--- src/rtl/pfd_pkg.sv ---
package pfd_pkg;

  // Anti-backlash window: a request of zero still yields one cycle.
  function automatic int unsigned win_len(input int unsigned req);
    return (req == 0) ? 1 : req;
  endfunction

  // Longest legal run of one enable before it counts as a violation.
  function automatic int unsigned run_cap(input int unsigned win, input int unsigned tol);
    return win + tol;
  endfunction

  // Number of good comparisons needed for lock: zero acts as one.
  function automatic int unsigned lock_goal(input int unsigned span);
    return (span == 0) ? 1 : span;
  endfunction

endpackage

--- src/rtl/pfd_edge_sync.sv ---
module pfd_edge_sync #(
  parameter int SYNC_STAGES = 2
) (
  input  logic clk,
  input  logic rst,
  input  logic din,
  output logic rise_o
);
  logic [SYNC_STAGES:0] chain;

  always_ff @(posedge clk) begin
    if (rst) chain <= '0;
    else     chain <= {chain[SYNC_STAGES-1:0], din};
  end

  assign rise_o = chain[SYNC_STAGES-1] & ~chain[SYNC_STAGES];
endmodule

--- src/rtl/pfd_flag.sv ---
module pfd_flag (
  input  logic clk,
  input  logic rst,
  input  logic rise_i,
  input  logic busy_i,
  input  logic clr_i,
  output logic flag_o,
  output logic held_o
);
  always_ff @(posedge clk) begin
    if (rst) begin
      flag_o <= 1'b0;
      held_o <= 1'b0;
    end else begin
      held_o <= rise_i & clr_i;
      if (clr_i) flag_o <= 1'b0;
      else       flag_o <= flag_o | held_o | (rise_i & ~busy_i);
    end
  end
endmodule

--- src/rtl/pfd_clear_timer.sv ---
module pfd_clear_timer #(
  parameter int DLY_W = 8
) (
  input  logic             clk,
  input  logic             rst,
  input  logic             both_i,
  input  logic [DLY_W-1:0] win_i,
  output logic             clr_o,
  output logic             busy_o
);
  logic [DLY_W-1:0] left;
  logic             one_cycle;

  assign one_cycle = (win_i == DLY_W'(1));
  assign clr_o     = busy_o ? (left == DLY_W'(1)) : (both_i & one_cycle);

  always_ff @(posedge clk) begin
    if (rst) begin
      busy_o <= 1'b0;
      left   <= '0;
    end else if (busy_o) begin
      left <= left - DLY_W'(1);
      if (left == DLY_W'(1)) busy_o <= 1'b0;
    end else if (both_i && !one_cycle) begin
      busy_o <= 1'b1;
      left   <= win_i - DLY_W'(1);
    end
  end
endmodule

--- src/rtl/pfd_lock_det.sv ---
module pfd_lock_det #(
  parameter int DLY_W  = 8,
  parameter int LOCK_W = 16
) (
  input  logic              clk,
  input  logic              rst,
  input  logic              up_i,
  input  logic              dn_i,
  input  logic              clr_i,
  input  logic [DLY_W-1:0]  win_i,
  input  logic [DLY_W-1:0]  tol_i,
  input  logic [LOCK_W-1:0] span_i,
  output logic              viol_o,
  output logic              locked_o
);
  import pfd_pkg::*;

  localparam int RUN_W = DLY_W + 2;

  logic [RUN_W-1:0]  run_up, run_dn, cap;
  logic [LOCK_W-1:0] good, goal, good_nxt;

  assign cap    = RUN_W'(run_cap(32'(win_i), 32'(tol_i)));
  assign goal   = LOCK_W'(lock_goal(32'(span_i)));
  assign viol_o = (up_i && run_up >= cap) || (dn_i && run_dn >= cap);
  assign good_nxt = (good < goal) ? good + LOCK_W'(1) : good;

  always_ff @(posedge clk) begin
    if (rst) begin
      run_up <= '0;
      run_dn <= '0;
    end else begin
      run_up <= !up_i ? '0 : ((run_up != '1) ? run_up + RUN_W'(1) : run_up);
      run_dn <= !dn_i ? '0 : ((run_dn != '1) ? run_dn + RUN_W'(1) : run_dn);
    end
  end

  always_ff @(posedge clk) begin
    if (rst) begin
      good     <= '0;
      locked_o <= 1'b0;
    end else if (viol_o) begin
      good     <= '0;
      locked_o <= 1'b0;
    end else if (clr_i) begin
      good     <= good_nxt;
      locked_o <= (good_nxt >= goal);
    end
  end
endmodule

--- src/rtl/pfd_antibacklash.sv ---
module pfd_antibacklash #(
  parameter int DLY_W       = 8,
  parameter int LOCK_W      = 16,
  parameter int SYNC_STAGES = 2
) (
  input  logic              clk,
  input  logic              rst,
  input  logic              ref_in,
  input  logic              fb_in,
  input  logic [DLY_W-1:0]  dly_cycles,
  input  logic [DLY_W-1:0]  lock_tol,
  input  logic [LOCK_W-1:0] lock_span,
  output logic              up,
  output logic              dn,
  output logic              locked
);
  import pfd_pkg::*;

  localparam int NCH = 2;  // channel 0: reference -> up, channel 1: feedback -> dn

  logic [NCH-1:0] raw_v, rise_v, flag_v, held_v;
  logic           ref_edge, fb_edge, pend_up, pend_dn;
  logic           clr_evt, busy, lock_viol;
  logic [DLY_W-1:0] eff_dly;

  assign raw_v   = {fb_in, ref_in};
  assign eff_dly = DLY_W'(win_len(32'(dly_cycles)));

  for (genvar ch = 0; ch < NCH; ch++) begin : g_chan
    pfd_edge_sync #(.SYNC_STAGES(SYNC_STAGES)) u_sync (
      .clk(clk), .rst(rst), .din(raw_v[ch]), .rise_o(rise_v[ch])
    );
    pfd_flag u_flag (
      .clk(clk), .rst(rst), .rise_i(rise_v[ch]), .busy_i(busy),
      .clr_i(clr_evt), .flag_o(flag_v[ch]), .held_o(held_v[ch])
    );
  end

  assign ref_edge = rise_v[0];
  assign fb_edge  = rise_v[1];
  assign pend_up  = held_v[0];
  assign pend_dn  = held_v[1];
  assign up       = flag_v[0];
  assign dn       = flag_v[1];

  pfd_clear_timer #(.DLY_W(DLY_W)) u_timer (
    .clk(clk), .rst(rst), .both_i(up & dn), .win_i(eff_dly),
    .clr_o(clr_evt), .busy_o(busy)
  );

  pfd_lock_det #(.DLY_W(DLY_W), .LOCK_W(LOCK_W)) u_lock (
    .clk(clk), .rst(rst), .up_i(up), .dn_i(dn), .clr_i(clr_evt),
    .win_i(eff_dly), .tol_i(lock_tol), .span_i(lock_span),
    .viol_o(lock_viol), .locked_o(locked)
  );
endmodule

--- config.mk ---
export PLATFORM = sky130hd
export DESIGN_NAME = pfd_antibacklash
export DESIGN_NICKNAME = d
export VERILOG_FILES = /design/src/rtl/pfd_pkg.sv /design/src/rtl/pfd_edge_sync.sv /design/src/rtl/pfd_flag.sv /design/src/rtl/pfd_clear_timer.sv /design/src/rtl/pfd_lock_det.sv /design/src/rtl/pfd_antibacklash.sv
export SDC_FILE = /design/constraint.sdc
export NUM_CORES = 1
export LEC_CHECK = 0
export ABC_AREA = 1
export BUFFER_PORTS_ARGS = -buffer_cell sky130_fd_sc_hd__buf_4
export CAP_MARGIN = 25
export CORE_AREA = 10 10 98 100
export DETAILED_ROUTE_END_ITERATION = 8
export DIE_AREA = 0 0 108 110
export GPL_ROUTABILITY_DRIVEN = 0
export PLACE_DENSITY = 0.92
export SYNTH_ARGS = -nofsm -noshare
export SYNTH_HDL_FRONTEND = slang
export SYNTH_SLANG_ARGS = --single-unit
export TNS_END_PERCENT = 30
--- constraint.sdc ---
create_clock -name clk -period 3.71 [get_ports clk]
set_input_delay 0.371 -clock clk [delete_from_list [all_inputs] [get_ports clk]]
set_output_delay 0.371 -clock clk [all_outputs]
set_load 0.05 [all_outputs]
Word-level counts from Yosys, hierarchy flattened:

Cells that the tools add are included.

* register bits after elaboration: 56
* bits of input ports: 36
* output and inout port bits: 3
* word-level logic and storage cells: 64

* $add $sub $neg: 6
* magnitude comparators: 4
* equality and inequality tests: 4
* multiplexer cells: 9
* bitwise gates (word level): 17
* reduce and logical (&&, ||, !) cells: 12

Operators by type and width (count)
* 16-bit 2-to-1 mux: 2
* 8-bit 2-to-1 mux: 3
* 10-bit by 1-bit adder with 10-bit output (second input constant): 2
* 10-bit greater-or-equal comparator: 2
* 10-bit != test (second input constant): 2
* 16-bit by 1-bit adder with 16-bit output (second input constant): 1
* 8-bit by 1-bit equality test with 1-bit output (second input constant): 2
* 16-bit greater-or-equal comparator: 1
* 16-bit zero test: 1
* 16-bit < comparator: 1
* 8-bit by 1-bit subtractor with 8-bit output (second input constant): 2
* 8-bit by 8-bit adder with 9-bit output: 1
* 1-bit AND: 8
* 8-bit zero test: 1
* 2-bit OR reduction: 4
* 1-bit inverter: 5
* 1-bit 2-to-1 mux: 4
* 1-bit OR: 4
* 1-bit logical AND: 3
* 2-bit nonzero test: 1
* 1-bit zero test: 1
* 1-bit logical OR: 1

Depth between registers and ports, before layout:

Gate-level depths: netlist of the first run.

* depth in word-level cells: 7
* depth in mapped cells: 27
* mapped depth without buffers: 26

Modules after synthesis:

Synthesis of the first run repeated with hierarchy kept, for this count alone.

* cells, all modules: 753
* area, all modules: 4918.5 um^2

Modules (own cells, without submodules)
* pfd_lock_det: times used 1, cells each 553, area an instance 3651.0 um^2, seq. area each 740.7 um^2
* pfd_clear_timer: times used 1, cells each 141, area an instance 879.6 um^2, seq. area each 180.2 um^2
* pfd_edge_sync: times used 2, cells each 10, area an instance 86.3 um^2, seq. area each 60.1 um^2
* pfd_flag: times used 2, cells each 11, area an instance 75.1 um^2, seq. area each 40.0 um^2
* pfd_antibacklash: times used 1, cells each 17, area an instance 65.1 um^2, seq. area each 0.0 um^2

Worst setup path before layout of the first run:

Ideal clock, no wire load.

* path type: input to register
* start: input dly_cycles[4]
* end: register u_lock.locked_o
* setup time: 0.070 ns
* arrival: 3.378 ns
* data required time: 3.640 ns
* path slack: 0.262 ns
* cell stages on the path: 22
* buffers on the path: 1
* path through: inv_1 > nand2_1 > nor3_1 > a31oi_1 > inv_1 > ha_1 > fa_1 > nand3_1 > nand2_1 > a21oi_1 > o21ai_0 > a21o_1 > a21oi_1 > ha_1 > nand2_1 > nor2_1 > o211ai_1 > o2111ai_1 > o21ai_0 > nand3_1 > buf_2 > a21oi_1

* cells in the longest elaborated chain, start to end: 7
* elaborated cells between the ends (all ways): 12
* classes of those cells: 1 x add/sub; 2 x order compare; 1 x eq/ne; 2 x mux; 1 x bitwise; 5 x reduce/logical

RTL lines
* from (decl): RTL line pfd_antibacklash.sv:10 `input logic [DLY_W-1:0] dly_cycles,`
* 8-bit zero test: RTL line pfd_pkg.sv:5 `return (req == 0) ? 1 : req;`
* 8-bit 2-to-1 mux (*): RTL line pfd_pkg.sv:5
* 8-bit by 8-bit adder with 9-bit output: RTL line pfd_pkg.sv:10 `return win + tol;`
* 10-bit greater-or-equal comparator: RTL line pfd_lock_det.sv:25 `assign viol_o = (up_i && run_up >= cap) || (dn_i && run_dn >= cap);`
* 1-bit logical AND: RTL line pfd_lock_det.sv:25
* 1-bit logical OR: RTL line pfd_lock_det.sv:25
* 2-bit OR reduction (no line)
* to (signal assigned): RTL line pfd_lock_det.sv:47 `locked_o <= (good_nxt >= goal);`
* to (decl): RTL line pfd_lock_det.sv:14 `output logic locked_o`

Every way passes the cells marked *; elsewhere a longest branch is shown, timed or not.
A chain may end at the register's enable or synchronous reset.

Worst setup path in the final report of the first run:

* start: input dly_cycles[4]
* end: register u_lock.good[8]

* cells in the longest elaborated chain, start to end: 7
* elaborated cells between the ends (all ways): 12
* classes of those cells: 1 x add/sub; 2 x order compare; 1 x eq/ne; 2 x mux; 1 x bitwise; 5 x reduce/logical

RTL lines
* 8-bit zero test: RTL line pfd_pkg.sv:5
* 8-bit 2-to-1 mux (*): RTL line pfd_pkg.sv:5
* 8-bit by 8-bit adder with 9-bit output: RTL line pfd_pkg.sv:10
* 10-bit greater-or-equal comparator: RTL line pfd_lock_det.sv:25
* 1-bit logical AND: RTL line pfd_lock_det.sv:25
* 1-bit logical OR: RTL line pfd_lock_det.sv:25
* 2-bit OR reduction (no line)
* to (signal assigned): RTL line pfd_lock_det.sv:46 `good <= good_nxt;`
* to (decl): RTL line pfd_lock_det.sv:21 `logic [LOCK_W-1:0] good, goal, good_nxt;`

Marked as above.

==> flow_metrics.tcl, run 1 <==
set metrics [dict create \
    synthTopCellsByArea "dfxtp_1, ha_1, nand2_1, inv_1, a21oi_1" \
    layout_common_cells "nand2_1, inv_1, nor2_1" \
    worst_pin_slew_ns 0.5708 \
    synth_cell_type_count 37 \
    synth_cells 694 \
    post-route-period-util 0.9022 \
    fmax_mhz 298.8 \
    worstRegToRegCells 21 \
    endpoint_kind "flop" \
    h-tree-depth 2 \
    drc 0 \
    cts_sinks 56 \
    layout-drive-gt1-share 0.07682 \
    drt_iter0_drc 244 \
    ios 39 \
    max_cap_violations 0 \
    pwr-share-seq 0.516 \
    drtAntennaViolNets 0 \
    syn_nets 795 \
    setup_ws_ns 0.3629 \
    power_frac_clock 0.293 \
    cts-root-buf "clkbuf_8" \
    critPathArrivalTime_ns 3.60 \
    hold_viol_final 0 \
    cp-startpoint "dly_cycles[4]" \
    grt_usage 0.1785 \
    vias_per_cell 5.465 \
    fillers 653 \
    maxSlewHeadroom 0.6190 \
    fp-row-count 32 \
    clkSlewWorstSetupHoldPaths_ns 0.10 \
    power_uw 1191 \
    reg2reg_slack_ns 0.48 \
    start_util 0.5970 \
    cp.required_ns 3.96 \
    cp-start-kind "primary input" \
    whs_ns 0.2510 \
    hp-start "fb_in" \
    power.leakage_uw 0.002496 \
    status "complete, no violations" \
    routed_wl_um 10410 \
    clkLatencyLatePin_ns 0.32 \
    holdPathStages 3 \
    cts_tree "built" \
    synth.largest_area_cell "dfxtp_1" \
    grt_pass1_wl_um 18160 \
    yosys_warnings 0 \
    pre_cts_slack_ns -0.05080 \
    setup_violations 0 \
    chipWidth_um 108 \
    syn_area_per_cell_um2 6.579 \
    syn2layout_area_growth_pct 10.03 \
    combPwrFrac 0.192 \
    die_area_um2 11880 \
    period_needed_ns 3.347 \
    vias 4541 \
    layout_commonest_cell "nand2_1" \
    clk_path_buf_depth 2 \
    grt_max_degree 21 \
    rsz0062_at_grt "no" \
    switching_share 0.2931 \
    p_int_uw 842.2 \
    critPathKind "primary input to flop" \
    grt_pass1_vias 4315 \
    detailed_place_hpwl_um 8687 \
    fp.coreArea_um2 7647 \
    crit_fanout 17 \
    synth_seq_area_share 0.2455 \
    hp-class "primary input to flop" \
    antennaDiodeCount 0 \
    syn_area_um2 4566 \
    grt_overflow 0 \
    portBuffers 38 \
    skew_ns 0.009533 \
    synth-seq-cells 56 \
    avgRoutedWirePerCell_um 12.53 \
    fp.dieH_um 110 \
    cts_buffers 5 \
    synth_top_area_share 0.2455 \
    antenna_found_initial 0 \
    max-vdd-ir-drop_mv 0.1816 \
    rr_endpoint "u_lock.locked_o" \
    holdPathEnd "g_chan[1].u_sync.chain[0]" \
    power_density_nw_per_um2 237.2 \
    cts_hold_buffers 0 \
    worstReg2RegStart "u_lock.good[13]" \
    dr.pass1.iters 6 \
    switching_power_uw 349.1 \
    slew_viol_final 0 \
    nNetsFinal 829 \
]
-- layout make-up --
| class | instances | area [um^2] | share of cell area |
|---|---|---|---|
| clock buffer | 5 | 68.82 | 0.01370 |
| inverter | 115 | 431.7 | 0.08593 |
| tap | 102 | 127.6 | 0.02540 |
| multi-input combinational | 509 | 2939 | 0.5851 |
| sequential | 56 | 1121 | 0.2232 |
| clock inverter | 3 | 27.53 | 0.005479 |
| timing repair buffer | 41 | 307.8 | 0.06127 |
-- logic make-up (layout without fill, tap and decap cells) --
kind of cell,Yosys count,in the layout,share of synthesized area
AO/OA/AOI/OAI,102,102,0.1261
XOR/XNOR,20,20,0.03837
adder cells (fa/ha/maj),65,65,0.1798
buffers and inverters,129,164,0.1115
flip-flops,56,56,0.2455
AND/OR/NAND/NOR,322,322,0.2987
-- cells in the mapped netlist, drive strengths merged --
cell	count
fa	1
dfxtp	56
nor3	23
nand3b	1
o21bai	2
nand2	156
nor2	73
buf	8
xor2	11
nand3	52
clkinv	1
a21oi	56
and3	1
o211ai	2
a221oi	1
ha	64
inv	114
or2	1
a31oi	5
and2	2
clkbuf	6
a22oi	1
a211oi	9
a21o	1
nor4	7
nand4	6
o221ai	1
o21a	1
a2111oi	1
o2111ai	2
xnor2	9
o21ai	20
-- critical path, cell delays in order --
cell,delay [ns]
buf_4,0.10
inv_1,0.07
nand2_1,0.07
nor3_1,0.05
a31oi_1,0.16
inv_1,0.09
ha_1,0.21
fa_1,0.42
nand3_1,0.10
nand2_1,0.08
a21oi_1,0.14
o21ai_0,0.14
a21o_1,0.19
a21oi_2,0.15
ha_1,0.24
nand2_1,0.11
nor2_1,0.07
o211ai_1,0.09
o2111ai_1,0.14
o21ai_1,0.16
nand3_1,0.10
buf_4,0.20
a21oi_1,0.14
-- what timing repair did --
action,in CTS,in global routing
endpoints found under the hold margin,0,0
setup buffers,0,0
resized for setup,0,2
setup endpoints to repair,0,17
-- sequential cells by signal, indices dropped and copies added (netlist names) --
signal                flops
g_chan.u_sync.chain       6
u_lock.run_dn            10
u_lock.run_up            10
u_lock.good              16
g_chan.u_flag.held_o      2
u_lock.locked_o           1
g_chan.u_flag.flag_o      2
u_timer.busy_o            1
u_timer.left              8
-- power groups by stage --
| stage | Clock, uW | Sequential, uW | Combinational [uW] |
|---|---|---|---|
| after floorplan | 0 | 630 | 146 |
| after global placement | 0 | 628 | 213 |
| after detailed placement | 0 | 628 | 226 |
| after CTS | 357 | 614 | 228 |
| after global routing | 378 | 615 | 261 |
| final | 349 | 614 | 228 |
-- per-stage QoR --
step / TNS [ns] / instance area, um^2 / cells / utilization
after floorplan: 0 / 4566 / 694 / -
after global placement: 0 / 4923 / 823 / 0.6438
after detailed placement: -0.5341 / 4923 / 823 / 0.6438
after CTS: 0 / 5020 / 831 / 0.6564
after global routing: 0 / 5024 / 831 / 0.6569
final: 0 / 5024 / 831 / 0.6569
-- worst max-delay path by stage --
stage / end / cells past startpoint
CTS: u_lock.good[13] / 23
detailed placement: u_lock.good[13] / 23
global placement: u_lock.good[15] / 23
global route: u_lock.good[1] / 23
finish: u_lock.good[8] / 23
floorplan: u_lock.locked_o / 22
-- per-layer routing --
| metal | track usage | vias to the layer above | wire length (um) |
|---|---|---|---|
| li1 | - | 2351 | - |
| met1 | 0.2041 | 2049 | 4552 |
| met2 | 0.3250 | 124 | 5048 |
| met3 | 0.03598 | 17 | 635 |
| met4 | 0.05821 | 0 | 176 |
| met5 | 0 | - | 0 |
Power figures use the tool's default switching activity.
==> inputs of run 2 (changes only) <==
--- a/config.mk
+++ b/config.mk
@@ -8,11 +8,11 @@
 export ABC_AREA = 1
 export BUFFER_PORTS_ARGS = -buffer_cell sky130_fd_sc_hd__buf_4
 export CAP_MARGIN = 25
-export CORE_AREA = 10 10 98 100
+export CORE_AREA = 10 10 118 120
 export DETAILED_ROUTE_END_ITERATION = 8
-export DIE_AREA = 0 0 108 110
+export DIE_AREA = 0 0 128 130
 export GPL_ROUTABILITY_DRIVEN = 0
-export PLACE_DENSITY = 0.92
+export PLACE_DENSITY = 0.69
 export SYNTH_ARGS = -nofsm -noshare
 export SYNTH_HDL_FRONTEND = slang
 export SYNTH_SLANG_ARGS = --single-unit
==> run 2 against run 1 <==
Clock skew fell by 0.0024 ns. First-iteration DRC count decreased by 25%. Die area up 40%. Sequential share of layout area decreased by 0.56 points. Clock-buffer cell count did not move. Total power grew 11%. Highest routed layer unchanged.
==> flow_metrics.tcl, run 2 (synthesis gave the netlist of run 1 again) <==
set metrics [dict create \
    status "complete, no violations" \
    critPathSlowestCell "fa_1" \
    crit_family "compound AO/OA/AOI/OAI gates" \
    largest_reg_flops 16 \
    clkSlewWorstSetupHoldPaths_ns 0.07 \
    power.leakage_uw 0.002531 \
    pre_cts_slack_ns 0.05588 \
    vias 4239 \
    grt_overflow 0 \
    nNetsFinal 831 \
    fmax_mhz 298.8 \
    hold_viol_final 0 \
    die_area_um2 16640 \
    h-tree-depth 2 \
    grt_pass1_wl_um 17260 \
    crit_buf_inv 4 \
    hp-class "primary input to flop" \
    syn2layout_area_growth_pct 12.85 \
    cts_buffers 5 \
    cts_hold_buffers 0 \
    layout_common_cells "nand2_1, inv_1, nor2_1" \
    power_density_nw_per_um2 257.0 \
    fillers 1242 \
    routed_wl_um 10000 \
    vias_per_cell 4.828 \
    avgRoutedWirePerCell_um 11.39 \
    setup_violations 0 \
    worstReg2RegStart "u_lock.good[13]" \
    top_regs "u_lock.good x16, u_lock.run_dn x10, u_lock.run_up x10" \
    regMostFlops "u_lock.good" \
    layout-drive-gt1-share 0.07934 \
    drtAntennaViolNets 0 \
    cts-root-buf "clkbuf_16" \
    endpoint_kind "flop" \
    cts_tree "built" \
    skew_ns 0.007151 \
    clkLatencyLatePin_ns 0.30 \
    portBuffers 38 \
    period_needed_ns 3.346 \
    fp.coreArea_um2 11710 \
    critPathArrivalTime_ns 3.58 \
    cp_common_cell "nand2_1" \
    cts_sinks 56 \
    antenna_found_initial 0 \
    antennaDiodeCount 0 \
    drc 0 \
    grt_usage 0.1223 \
    cp.required_ns 3.94 \
    dr.pass1.iters 4 \
    chipWidth_um 128 \
    cp-startpoint "dly_cycles[5]" \
    max_cap_violations 0 \
    drt_iter0_drc 182 \
    maxSlewHeadroom 0.6066 \
    power_uw 1324 \
    critPathKind "primary input to flop" \
    cp-start-kind "primary input" \
    fp-row-count 40 \
    worst_pin_slew_ns 0.5894 \
    detailed_place_hpwl_um 8320 \
    start_util 0.3899 \
    setup_tns_ns 0 \
    slew_viol_final 0 \
    grt_pass1_vias 3910 \
    crit_fanout 17 \
    clk_path_buf_depth 2 \
    critical_path.max_stage_delay_ns 0.40 \
    setup_ws_ns 0.3637 \
    path_cells "buf_4 -> inv_1 -> nand2_1 -> nor3_1 -> a31oi_1 -> inv_1 -> ha_1 -> fa_1 -> nand3_1 -> nand2_1 -> a21oi_1 -> o21ai_0 -> a21o_1 -> a21oi_2 -> ha_1 -> nand2_1 -> nor2_1 -> o211ai_1 -> o2111ai_1 -> o21ai_0 -> nand3_1 -> buf_6 -> a21oi_1" \
    layout_commonest_cell "nand2_1" \
    ios 39 \
    post-route-period-util 0.9020 \
    fp.dieH_um 130 \
    hp-start "fb_in" \
    grt_max_degree 22 \
    rsz0062_at_grt "no" \
    max-vdd-ir-drop_mv 0.1986 \
]
-- run 2: cell types whose count changed in the layout (fill, tap and decap cells not counted), sizes merged --
cell	previous run	this run
buf	41	43
clkinv	2	1
inv	115	116
-- run 2: routing by layer --
layer | track usage | up-vias | routed length (um)
li1 | - | 2350 | -
met1 | 0.1599 | 1811 | 5151
met2 | 0.1963 | 70 | 4233
met3 | 0.02799 | 8 | 489
met4 | 0.03576 | 0 | 129
met5 | 0 | - | 0
-- run 2: worst reg2reg max path, cell delays in order, from the launching register on --
cell     delay (ns)
dfxtp_1        0.41
ha_1           0.27
a21oi_1        0.14
nor2_1         0.07
nor3_2         0.13
nand2_1        0.21
nor2_1         0.21
and3_1         0.22
nand2_1        0.06
nor2_1         0.13
nand3_1        0.12
nand2_1        0.08
inv_1          0.05
ha_1           0.28
nand2_1        0.06
inv_1          0.05
nand3_1        0.08
nor3_1         0.19
nand2_1        0.08
nand3_1        0.12
nand2_1        0.08
a21oi_1        0.13
-- run 2: final timing paths --
check | depth (start not counted) | endpoint | slack, ns
worst max-delay path | 23 | u_lock.good[12] | 0.36
worst min-delay path | 3 | g_chan[1].u_sync.chain[0] | 0.27
worst max register to register | 21 | u_lock.locked_o | 0.47
worst min register to register | 2 | g_chan[1].u_sync.chain[1] | 0.41
-- run 2: repair_timing --
action,4_1_cts,5_1_grt
endpoints found under the setup margin,0,17
resized for setup,0,3
buffers inserted,0,1
-- run 2: cell type report --
type | instances | area [um^2] | area share
tap | 147 | 183.9 | 0.03570
inverter | 115 | 431.7 | 0.08378
clock buffer | 5 | 125.1 | 0.02428
multi-input combinational | 509 | 2939 | 0.5704
clock inverter | 3 | 25.02 | 0.004857
sequential | 56 | 1121 | 0.2176
timing repair buffer | 43 | 326.6 | 0.06338
-- run 2: through the flow --
step / hold WS [ns] / utilization / cell area [um^2] / instances
5_1_grt: 0.2650 / 0.4400 / 5152 / 878
3_5_place_dp: 0.4007 / 0.4259 / 4987 / 869
3_3_place_gp: 0.3909 / 0.4259 / 4987 / 869
2_1_floorplan: 0.3883 / - / 4566 / 694
4_1_cts: 0.2657 / 0.4387 / 5137 / 877
6_report: 0.2683 / 0.4400 / 5152 / 878
-- run 2: report_power, final --
group          total, uW  internal (uW)  leakage (uW)  switching, uW
combinational        227           96.1       0.00201            131
clock                483            256     0.0000708            228
sequential           614            607      0.000452           6.56
total               1320            959       0.00253            365
